**src/rtl/rxwd_pkg.sv**
```systemverilog
package rxwd_pkg;
  // Saturating advance of the bit-time count: moves by one on a tick, stops at lim.
  function automatic int unsigned wd_step(input int unsigned cur, input logic tick,
                                          input int unsigned lim);
    if (tick && cur < lim) return cur + 1;
    return cur;
  endfunction

  // True when this tick is the one that reaches the limit.
  function automatic logic wd_hits(input int unsigned cur, input logic tick,
                                   input int unsigned lim);
    return tick && (cur == lim - 1);
  endfunction
endpackage

```
**src/rtl/rxwd_events.sv**
```systemverilog
module rxwd_events (
  input  logic rx_push,
  input  logic host_pop,
  input  logic rx_reset,
  output logic restart,
  output logic clear
);
  // A push or a pop starts the count over; a receiver reset clears as well.
  assign restart = rx_push | host_pop;
  assign clear   = restart | rx_reset;
endmodule

```
**src/rtl/rxwd_counter.sv**
```systemverilog
module rxwd_counter import rxwd_pkg::*; #(
  parameter int unsigned LIMIT = 64,
  localparam int CNT_W = $clog2(LIMIT + 1)
) (
  input  logic             clk,
  input  logic             rst_n,
  input  logic             bit_tick,
  input  logic             clear,
  input  logic             fifo_nonempty,
  output logic [CNT_W-1:0] count,
  output logic             expire
);
  assign expire = fifo_nonempty && !clear && wd_hits(int'(count), bit_tick, LIMIT);

  always_ff @(posedge clk or negedge rst_n) begin
    if (!rst_n)              count <= '0;
    else if (clear)          count <= '0;
    else if (!fifo_nonempty) count <= '0;
    else                     count <= CNT_W'(wd_step(int'(count), bit_tick, LIMIT));
  end

  assert_empty_holds_R5: assert property (@(posedge clk) disable iff (!rst_n)
    !fifo_nonempty |=> count == '0);
  assert_restart_zero_R2: assert property (@(posedge clk) disable iff (!rst_n)
    clear |=> count == '0);
  assert_count_range_R6: assert property (@(posedge clk) disable iff (!rst_n)
    int'(count) <= LIMIT);
  assert_tick_ignored_on_restart_R4: assert property (@(posedge clk) disable iff (!rst_n)
    (clear && bit_tick) |-> !expire);
endmodule

```
**src/rtl/rxwd_status.sv**
```systemverilog
module rxwd_status (
  input  logic clk,
  input  logic rst_n,
  input  logic clear,
  input  logic expire,
  output logic flag
);
  always_ff @(posedge clk or negedge rst_n) begin
    if (!rst_n)      flag <= 1'b0;
    else if (clear)  flag <= 1'b0;
    else if (expire) flag <= 1'b1;
  end

  assert_expire_sets_R1: assert property (@(posedge clk) disable iff (!rst_n)
    expire |=> flag);
  assert_clear_drops_R3: assert property (@(posedge clk) disable iff (!rst_n)
    clear |=> !flag);
  assert_flag_sticky_R6: assert property (@(posedge clk) disable iff (!rst_n)
    (flag && !clear) |=> flag);
endmodule

```
**src/rtl/rx_fifo_watchdog.sv**
```systemverilog
module rx_fifo_watchdog #(
  parameter int unsigned LIMIT = 64
) (
  input  logic clk,
  input  logic rst_n,
  input  logic bit_tick,
  input  logic rx_push,
  input  logic host_pop,
  input  logic fifo_nonempty,
  input  logic rx_reset,
  input  logic irq_en,
  output logic timeout_flag,
  output logic irq_req
);
  localparam int CNT_W = $clog2(LIMIT + 1);

  logic             restart;
  logic             clear;
  logic             expire;
  logic [CNT_W-1:0] count;

  rxwd_events u_events (
    .rx_push  (rx_push),
    .host_pop (host_pop),
    .rx_reset (rx_reset),
    .restart  (restart),
    .clear    (clear)
  );

  rxwd_counter #(.LIMIT(LIMIT)) u_counter (
    .clk           (clk),
    .rst_n         (rst_n),
    .bit_tick      (bit_tick),
    .clear         (clear),
    .fifo_nonempty (fifo_nonempty),
    .count         (count),
    .expire        (expire)
  );

  rxwd_status u_status (
    .clk    (clk),
    .rst_n  (rst_n),
    .clear  (clear),
    .expire (expire),
    .flag   (timeout_flag)
  );

  assign irq_req = timeout_flag & irq_en;

  assert_rx_reset_clears_R8: assert property (@(posedge clk) disable iff (!rst_n)
    rx_reset |=> (!timeout_flag && count == '0));
  assert_push_restarts_R2: assert property (@(posedge clk) disable iff (!rst_n)
    (restart && !rx_reset) |=> (count == '0 && !timeout_flag));
  assert_irq_masked_R7: assert property (@(posedge clk) disable iff (!rst_n)
    !irq_en |-> !irq_req);
endmodule

```
**config.mk**
```make
export PLATFORM = sky130hd
export DESIGN_NAME = rx_fifo_watchdog
export DESIGN_NICKNAME = d
export VERILOG_FILES = /design/src/rtl/rxwd_pkg.sv /design/src/rtl/rxwd_events.sv /design/src/rtl/rxwd_counter.sv /design/src/rtl/rxwd_status.sv /design/src/rtl/rx_fifo_watchdog.sv
export SDC_FILE = /design/constraint.sdc
export NUM_CORES = 1
export LEC_CHECK = 0
export ABC_AREA = 1
export BUFFER_PORTS_ARGS = -buffer_cell sky130_fd_sc_hd__buf_4
export CAP_MARGIN = 20
export CORE_AREA = 2 2 39 41
export CTS_BUF_LIST = sky130_fd_sc_hd__clkbuf_2
export DETAILED_ROUTE_END_ITERATION = 10
export DIE_AREA = 0 0 41 43
export PLACE_DENSITY = 0.61
export SLEW_MARGIN = 20
export SYNTH_ARGS = -nofsm -noshare
export SYNTH_HDL_FRONTEND = slang
export SYNTH_SLANG_ARGS = --single-unit
```
**constraint.sdc**
```tcl
create_clock -name clk -period 2.55 [get_ports clk]
set_input_delay 0.6375 -clock clk [delete_from_list [all_inputs] [get_ports clk]]
set_output_delay 0.6375 -clock clk [all_outputs]
set_load 0.1 [all_outputs]
```
# After elaboration in Yosys (flattened, before gate mapping)
# Index checks and enable logic that the tools add are counted.
# Widths: inputs -> output; s select.
word_totals:
  ff_bits: 8
  inputBits: 8
  out_inout_bits: 2
  word_cells: 24
classes:
  n_eq_ne: 2
  bitwise: 3
  add_sub_neg: 1
  n_reduce_logical: 6
  mux: 9
  order_cmp: 1
op_table:
  columns: ["op", "n"]
  rows:
  - ["$mux 7", 4]
  - ["$add 7x1->7 const B", 1]
  - ["$eq 7x6->1 const B", 1]
  - ["$lt 7x7->1 const B", 1]
  - ["$mux 1", 5]
  - ["$logic_and 1x1->1", 4]
  - ["$ne 3x1->1 const B", 1]
  - ["$or 1x1->1", 2]
  - ["$reduce_bool 2->1", 1]
  - ["$and 1x1->1", 1]
  - ["$logic_not 1->1", 1]

# Depth between registers and ports, before layout
# Gate-level depths: netlist (run 1).
depth:
  word_depth: 8
  ltp_mapped: 6
  ltp_nobuf: 6

# Modules after synthesis
# From an unflattened synthesis (run 1), not the netlist that was laid out.
unflattened:
  hier_cells: 61
  area_unflattened_um2: 442.9
by_module_without_submodules:
  columns: ["module", "instances", "area_each_um2", "seq_area_each_um2", "cells_per_inst"]
  rows:
  - ["rxwd_counter", 1, 385.4, 175.2, 52]
  - ["rxwd_status", 1, 32.5, 25.0, 3]
  - ["rxwd_events", 1, 17.5, 0.0, 4]
  - ["rx_fifo_watchdog", 1, 7.5, 0.0, 2]

# Least setup slack after synthesis (run 1)
# OpenSTA, ideal clock, no wires.
synth_timing:
  kind: "register to output"
  startpoint: "register u_status.flag"
  endpoint: "output port irq_req"
  arrival_ns: 1.645
  required_ns: 1.913
  slack_ns: 0.268
  stages_incl_launch_ff: 3
  n_path_buf: 0
  path_cell_list: "dfrtp_1 -> nand2_1 -> inv_1"
synth_between:
  elab_chain_cells: 1
synth_rtl:
  columns: ["element", "line", "source"]
  rows:
  - ["start, declared", "rxwd_status.sv:6", "output logic flag"]
  - ["start signal, assigned", "rxwd_status.sv:9", "if (!rst_n) flag <= 1'b0;"]
  - ["start signal, assigned", "rxwd_status.sv:10", "else if (clear) flag <= 1'b0;"]
  - ["start signal, assigned", "rxwd_status.sv:11", "else if (expire) flag <= 1'b1;"]
  - ["$and 1x1->1", "rx_fifo_watchdog.sv:48", "assign irq_req = timeout_flag & irq_en;"]
  - ["end, declared", "rx_fifo_watchdog.sv:13", "output logic irq_req"]
# Every way passes these cells.

# Worst setup path in the final report (run 1)
layout_timing:
  startpoint: "input port irq_en"
  endpoint: "output port irq_req"
layout_between:
  elab_chain_cells: 1
layout_rtl:
  columns: ["element", "line", "source"]
  rows:
  - ["start, declared", "rx_fifo_watchdog.sv:11", "input logic irq_en,"]
  - ["$and 1x1->1", "rx_fifo_watchdog.sv:48", null]
# Every way passes these cells.

==> results of run 1 <==
-- cell families after synthesis --
group | after synthesis | share of synthesized area
buf+inv | 9 | 0.0792
compound gates | 6 | 0.0704
simple gates | 29 | 0.352
flops | 8 | 0.469
fa+ha+maj | 1 | 0.0293
-- cell type report --
cell class	instances	area share
sequential	8	0.378
multi-input combinational	36	0.364
timing repair buffer	9	0.128
inverter	9	0.0638
tap	16	0.0378
clock buffer	3	0.0284
-- metal layers --
layer,track usage,share of wire
met1,0.127,0.46
met2,0.131,0.44
met4,0.0800,0.026
met3,0.0942,0.079
met5,0,0
-- cell usage in the layout (no fill, tap or decap), drive strengths merged --
cell type  netlist  layout
nor2            11      11
o21ai            3       3
dfrtp            8       8
nand2           11      11
ha               1       1
nor3             1       1
inv              9       9
a21oi            3       3
buf              0       9
nor3b            1       1
clkbuf           0       3
nand3            5       5
-- worst max-delay path, stage by stage --
cell	delay, ps
buf_4	70
nand2_1	40
inv_1	50
buf_4	280
-- stage by stage --
step	hold WS (ps)	area, sq um	instances
finish	196	529	81
floorplan	342	427	53
global route	163	529	81
global placement	463	514	78
CTS	193	529	81
detailed placement	464	514	78
-- state kept, by name (all words and copies together), names as in the netlist --
signal,count
u_counter.count,7
u_status.flag,1
-- report_power, final --
group,switching (W),internal (W)
combinational,0.00000990,0.00000955
clock,0.0000446,0.0000321
sequential,0.000000252,0.000127
-- how the worst max path moves through the flow --
stage | slack, ps | cells after the start | start | to
after CTS | 830 | 4 | irq_en | irq_req
final | 840 | 4 | irq_en | irq_req
after global routing | 810 | 4 | irq_en | irq_req
after floorplan | 270 | 2 | u_status.flag$_DFFE_PN0P_ | irq_req
after global placement | 850 | 4 | irq_en | irq_req
after detailed placement | 830 | 4 | irq_en | irq_req
==> impl_metrics.ini, run 1 <==
[drt]
via_per_inst = 4.48
remaining_drc_errors = 0
firstDrtPassIters = 5
wire_per_inst_microns = 9.49
dr.first_iter.drc_count = 8
antenna_left = 0
drt_wl_total_microns = 769
dr_total_vias = 363

[cts]
postCtsSetupRepairBufs = 0
clkTransAtPathRegs_ps = 80
clockBufferDepth = 2
cts_tree = yes
cts.repair.resized = 0
cts.sinks = 8
cts_max_level = 1
numCtsBuffers = 3
clk_latency_ps = 240
root_buffer = clkbuf_2
cts_hold_buf = 0

[logic_synthesis]
yosysMostFrequentCell = nand2_1
synth-edff-count = 0
ys_seq_elements = 8
syn-cell-area_sq_um = 427
synth-main-ff-cell = dfrtp_1
yosysTopAreaCellShare = 0.469
netlist-cell-type-count = 15
postSynthCellCount = 53
avgSynthCellArea_sq_um = 8.05
synth_area_leader_cell = dfrtp_1
synth_common_cells = nand2_1 (10), dfrtp_1 (8), inv_1 (8), nor2_1 (8), nand3_1 (4)
synth_fp_nets = 62
synth_area_leaders = dfrtp_1 (47%), nand2_1 (8.8%), inv_1 (7.0%)
ys_async_sr_fraction = 1.00
synth-seq-area-share = 0.469
yosys_warnings = 0

[setup_path]
cp-end-kind = primary output
cp_data_arrival_time_ps = 1080
timing.rr.end = u_counter.count[5]$_DFFE_PN0P_
start_kind = primary input
path_max_fanout = 1
worstPathRequired_ps = 1910
r2r_start = u_counter.count[6]$_DFFE_PN0P_
worstSetupPathType = in -> out
r2r_slack_ps = 1430
reg2reg_depth = 6

[die]
pin_count = 10
die_area_sq_mm = 0.00176
die_w_microns = 41
num_rows = 14
start_util = 0.308
die_y_microns = 43
core_area_sq_mm = 0.00138

[hold_path]
hp-class = in -> async

[power]
power_density_mw_per_mm2 = 422
p_leak_nw = 0.262
ir_worst_vdd_mv = 0.220
p_total_w = 0.000223

[sta]
drv_slew = 0
fin_crit_sh = 0.672
max_freq_mhz = 583
rsz0062_at_grt = false
fin_skew_ps = 6.86
hold_viol = 0
setup_viol = 0
tns_ps = 0
period_needed_ps = 1710
worst_slew_pin_slew_ps = 278
setup_ws_ps = 835
relSlewSlack = 0.816

[cells_and_area]
regArea_sq_um = 200
multi_input_area_sq_um = 193
insertedDiodeCount = 0
fin_nets = 76
drive_above_1_share = 0.292
utilization = 0.382
fillers = 152
syn_to_final_growth_pct = 24.0

[grt]
grt_antenna_before_repair = 0
grt_pass1_vias = 297
grt_overflow_total = 0
grt_usage = 0.112
grt_first_pass_wirelength_microns = 1180
grt_max_degree = 9

[placement]
pre_cts_slack_ps = 826
io_buffers = 9
dp_hpwl_microns = 608
gp_congestion = 0.743

[flow_run]
maxCapViolCount = 0

[run_status]
status = finished, final reports clean
(Power assumes the default switching activity.)
==> run 2: changes to the inputs <==
clock period = 1.65 ns   (was 2.55 ns; I/O delays follow)
==> run 2 against run 1 <==
  * Critical path type is now reg -> out
  * Utilization rose by 1.4 points
  * Critical path depth fell by 1
  * Via count fell by 1.4%
  * Sequential share of layout area fell by 1.2 points
  * Non-clock buffer count rose by 1
  * Highest routed layer is now met3
  * Global-route usage fell by 0.49 points
  * Count of clock-buffer cells in the layout rose by 1
==> impl_metrics.ini, run 2 (same netlist as run 1, synthesis figures left out) <==
[grt]
grt_max_degree = 9
met3_usage = 0.0942
grt_antenna_before_repair = 0
grt_overflow_total = 0
grt_util_met2 = 0.134
gr-max-usage-layer = met1
met1_usage = 0.138
grt_pass1_vias = 302
grt_usage = 0.107
grt_first_pass_wirelength_microns = 1230

[sta]
worst_slew_pin_slew_ps = 279
rsz0062_at_grt = false
hold_viol = 0
setup_viol = 0
fin_crit_sh = 0.906
max_freq_mhz = 669
tns_ps = 0
setup_ws_ps = 155
period_needed_ps = 1490
drv_slew = 0
fin_skew_ps = 19.3
relSlewSlack = 0.815

[power]
clkPwrFrac = 0.369
combPwrFrac = 0.087
power_frac_seq = 0.543
ir_worst_vdd_mv = 0.335
p_int_w = 0.000277
p_leak_nw = 0.258
power_density_mw_per_mm2 = 660
p_sw_frac = 0.236
netSwitchingPower_w = 0.0000853

[cells_and_area]
stdcell_area_sq_um = 549
largest_reg_flops = 7
fillers = 158
regArea_sq_um = 201
layout_common_cells = nand2_1 (10), buf_4 (9), nor2_1 (8), inv_1 (7), dfrtp_1 (7)
fin_nets = 77
insertedDiodeCount = 0
reg.largest.list = u_counter.count: 7 flops, u_status.flag: 1 flops
layout.cells.non_filler = 83
drive_above_1_share = 0.328
final_common_cell = nand2_1
multi_input_area_sq_um = 193
syn_to_final_growth_pct = 28.7
utilization = 0.397
largest-register = u_counter.count

[placement]
dpl.cell_count = 78
dpl_cell_area_sq_um = 519
pre_cts_slack_ps = 321
dp_hpwl_microns = 566
gp_congestion = 0.802
io_buffers = 9

[cts]
cts.sinks = 8
clkTransAtPathRegs_ps = 90
cts_max_level = 1
cts_tree = yes
numCtsBuffers = 3
clk_latency_ps = 250
clockBufferDepth = 2
root_buffer = clkbuf_2

[die]
die_w_microns = 41
die_y_microns = 43
start_util = 0.308
num_rows = 14
die_area_sq_mm = 0.00176
core_area_sq_mm = 0.00138
pin_count = 10

[setup_path]
crit_slowest_cell = dfrtp_2
start_kind = flop
path_max_fanout = 3
crit_buf_inv = 2
cp_cell_sequence = nand2_1 -> clkinvlp_4 -> buf_4
startpoint = u_status.flag$_DFFE_PN0P_
r2r_start = u_counter.count[6]$_DFFE_PN0P_
worstSetupPathType = reg -> out
cp_data_arrival_time_ps = 1080
critPathTopFamily = flip-flops
crit_path_max_incr_delay_ps = 420
cp-end-kind = primary output
worstPathRequired_ps = 1240

[drt]
dr_total_vias = 358
via_per_inst = 4.31
remaining_drc_errors = 0
drt_wl_total_microns = 719
firstDrtPassIters = 2
wire_per_inst_microns = 8.66
antenna_left = 0
dr.first_iter.drc_count = 2

[run_status]
status = finished, final reports clean

[hold_path]
hp-class = in -> reg
min_from = rx_push

[flow_run]
maxCapViolCount = 0
## run 2: cell count changes in the layout (fill, tap and decap cells not counted), sizes merged
| cell | delta |
|---|---|
| clkbuf | +1 |
| clkinvlp | +1 |
| dlygate4sd3 | +1 |
| inv | -1 |
## run 2: path summary, 6_finish.rpt
path / to / slack (ps) / depth (start not counted)
min in group asynchronous: u_counter.count[0]$_DFFE_PN0P_ / 510 / 2
max reg2reg: u_counter.count[5]$_DFFE_PN0P_ / 500 / 6
min reg2reg: u_counter.count[4]$_DFFE_PN0P_ / 500 / 2
min: u_status.flag$_DFFE_PN0P_ / 410 / 4
max in group asynchronous: u_counter.count[3]$_DFFE_PN0P_ / 990 / 2
max: irq_req / 160 / 3
## run 2: area by class of cell
cell class                      count  share of cell area
Sequential cell                     8               0.367
Multi-Input combinational cell     36               0.351
Timing Repair Buffer               10               0.141
Inverter                            9              0.0683
Clock buffer                        4              0.0364
Tap cell                           16              0.0364
## run 2: per-layer routing
layer | part of all wire | vias to the layer above
met5 | 0 | -
met4 | 0 | 0
met1 | 0.46 | 156
li1 | - | 193
met2 | 0.45 | 9
met3 | 0.088 | 0
## run 2: tightest hold or removal path, stage by stage
cell and delay, ps:
buf_4 80, nor2_2 30, nand3_1 50, nand2_1 50
## run 2: through the flow
step,hold WS [ps],power [W]
2_1_floorplan,117,0.000213
3_3_place_gp,237,0.000230
3_5_place_dp,238,0.000231
4_1_cts,392,0.000373
5_1_grt,402,0.000388
6_report,405,0.000362
## run 2: power by group through the flow
stage / sequential [W] / combinational (W) / clock [W]
after global routing: 0.000197 / 0.0000357 / 0.000156
after CTS: 0.000197 / 0.0000324 / 0.000144
after floorplan: 0.000201 / 0.0000120 / 0
after global placement: 0.000201 / 0.0000299 / 0
after detailed placement: 0.000201 / 0.0000305 / 0
final: 0.000197 / 0.0000316 / 0.000134
## run 2: repair_timing
| action | in CTS | in global routing |
|---|---|---|
| setup buffers | 0 | 0 |
| hold endpoints to repair | 8 | 0 |
| hold buffers | 1 | 0 |
| resized for setup | 0 | 0 |
==> run 3: changes to the inputs <==
BUFFER_PORTS_ARGS = unset   (was -buffer_cell sky130_fd_sc_hd__buf_4)
DONT_BUFFER_PORTS = 1   (was unset)
PLACE_DENSITY = 0.55   (was 0.61)
==> run 3 against run 2 <==
  * Sequential cell count did not move
  * Fmax rose by 4.2%
  * Critical path type unchanged
  * First-iteration DRC count rose by 100%
  * Largest cell class unchanged
  * Combinational power fell by 42%
  * Highest routed layer is now met4
  * Critical path depth did not move
  * Sequential power barely moved
  * Total power fell by 4.8%
==> impl_metrics.ini, run 3 (same netlist as run 1, synthesis figures left out) <==
[cts]
cts_max_level = 1
clockBufferDepth = 2
clkTransAtPathRegs_ps = 80
cts_tree = yes
root_buffer = clkbuf_2
numCtsBuffers = 3
postCtsSetupRepairBufs = 0
cts.sinks = 8
clk_latency_ps = 240

[power]
ir_worst_vdd_mv = 0.258
p_leak_nw = 0.227
power_density_mw_per_mm2 = 677

[setup_path]
crit_buf_inv = 2
r2r_slack_ps = 600
crit_path_max_incr_delay_ps = 410
cp.depth = 3
cp_cell_sequence = nand2_1 -> clkinvlp_4 -> buf_12
crit_slowest_cell = dfrtp_2
worstSetupPathType = reg -> out
path_max_fanout = 2
reg2reg_depth = 6
start_kind = flop
cp-end-kind = primary output
worstPathRequired_ps = 1240
cp_data_arrival_time_ps = 1020
critPathTopFamily = flip-flops

[die]
start_util = 0.308
pin_count = 10
num_rows = 14
core_area_sq_mm = 0.00138
die_area_sq_mm = 0.00176
die_w_microns = 41
die_y_microns = 43

[grt]
grt_max_degree = 9
grt_usage = 0.110
grt_overflow_total = 0
grt_pass1_vias = 319
grt_first_pass_wirelength_microns = 1250
grt_antenna_before_repair = 0

[drt]
route.met2.wl_microns = 294
wire_per_inst_microns = 9.00
firstDrtPassIters = 2
dr_total_vias = 320
met3WireLength_microns = 24
dr.first_iter.drc_count = 4
top_layer = met4
drt_wl_total_microns = 684
antenna_left = 0
via_per_inst = 4.21
wl_met1_microns = 340
remaining_drc_errors = 0

[cells_and_area]
syn_to_final_growth_pct = 19.4
insertedDiodeCount = 0
largest_reg_flops = 7
stdcell_area_sq_um = 509
fin_nets = 70
layout_common_cells = nand2_1 (10), nor2_1 (8), inv_1 (7), dfrtp_1 (7)
reg.largest.list = u_counter.count: 7 flops, u_status.flag: 1 flops
final_common_cell = nand2_1
largest-register = u_counter.count
drive_above_1_share = 0.250

[hold_path]
hp-class = in -> reg
whs_path_depth = 3

[placement]
pre_cts_slack_ps = 473
io_buffers = 0
gp_congestion = 0.682
dp_hpwl_microns = 571
dpl_cell_area_sq_um = 479

[sta]
fin_crit_sh = 0.869
max_freq_mhz = 697
setup_viol = 0
fin_skew_ps = 15.1
worst_slew_pin_slew_ps = 357
holdWs_ps = 320
setup_ws_ps = 216
relSlewSlack = 0.761
period_needed_ps = 1430
drv_slew = 0
hold_viol = 0
tns_ps = 0
rsz0062_at_grt = false

[run_status]
status = finished, final reports clean

[flow_run]
maxCapViolCount = 0
-- run 3: final timing paths --
| kind | start | endpoint |
|---|---|---|
| max in group asynchronous | rst_n | u_status.flag$_DFFE_PN0P_ |
| worst min register to register | u_counter.count[4]$_DFFE_PN0P_ | u_counter.count[4]$_DFFE_PN0P_ |
| min in group asynchronous | rst_n | u_counter.count[2]$_DFFE_PN0P_ |
| worst min-delay path | rx_push | u_status.flag$_DFFE_PN0P_ |
| worst max-delay path | u_status.flag$_DFFE_PN0P_ | irq_req |
| worst max register to register | u_counter.count[6]$_DFFE_PN0P_ | u_counter.count[5]$_DFFE_PN0P_ |
-- run 3: metal layers --
layer | track usage | vias to the layer above
li1 | - | 180
met1 | 0.139 | 130
met2 | 0.144 | 6
met3 | 0.0471 | 4
met4 | 0.0800 | 0
met5 | 0 | -
-- run 3: report_power, final --
part | switching [W] | total [W] | internal (W) | leakage, nW
logic | 0.0000124 | 0.0000184 | 0.00000604 | 0.101
registers | 0.000000342 | 0.000197 | 0.000196 | 0.110
clock network | 0.0000654 | 0.000130 | 0.0000643 | 0.0166
total | 0.0000781 | 0.000345 | 0.000267 | 0.227
-- run 3: timing repair --
| item | CTS | global route |
|---|---|---|
| gates resized for setup | 0 | 0 |
| setup endpoints to repair | 0 | 0 |
| hold buffers | 1 | 0 |
| hold endpoints to repair | 8 | 0 |
-- run 3: cell type report --
class	instances	area (sq um)
inverter	9	37.5
multi-input combinational	36	193
timing repair buffer	3	37.5
sequential	8	201
tap	16	20.0
fill	146	875
clock buffer	4	20.0
-- run 3: worst register-to-register path: cells and delay by family, from the launching register on --
kind          cells  cell delay (ps)
buf+inv           1               70
flops             1              430
simple gates      5              460
-- run 3: stage by stage --
step / power (W) / util / std cells
5_1_grt: 0.000366 / 0.368 / 76
2_1_floorplan: 0.000213 / - / 53
3_5_place_dp: 0.000214 / 0.346 / 71
6_report: 0.000345 / 0.368 / 76
4_1_cts: 0.000354 / 0.368 / 76
3_3_place_gp: 0.000214 / 0.346 / 71
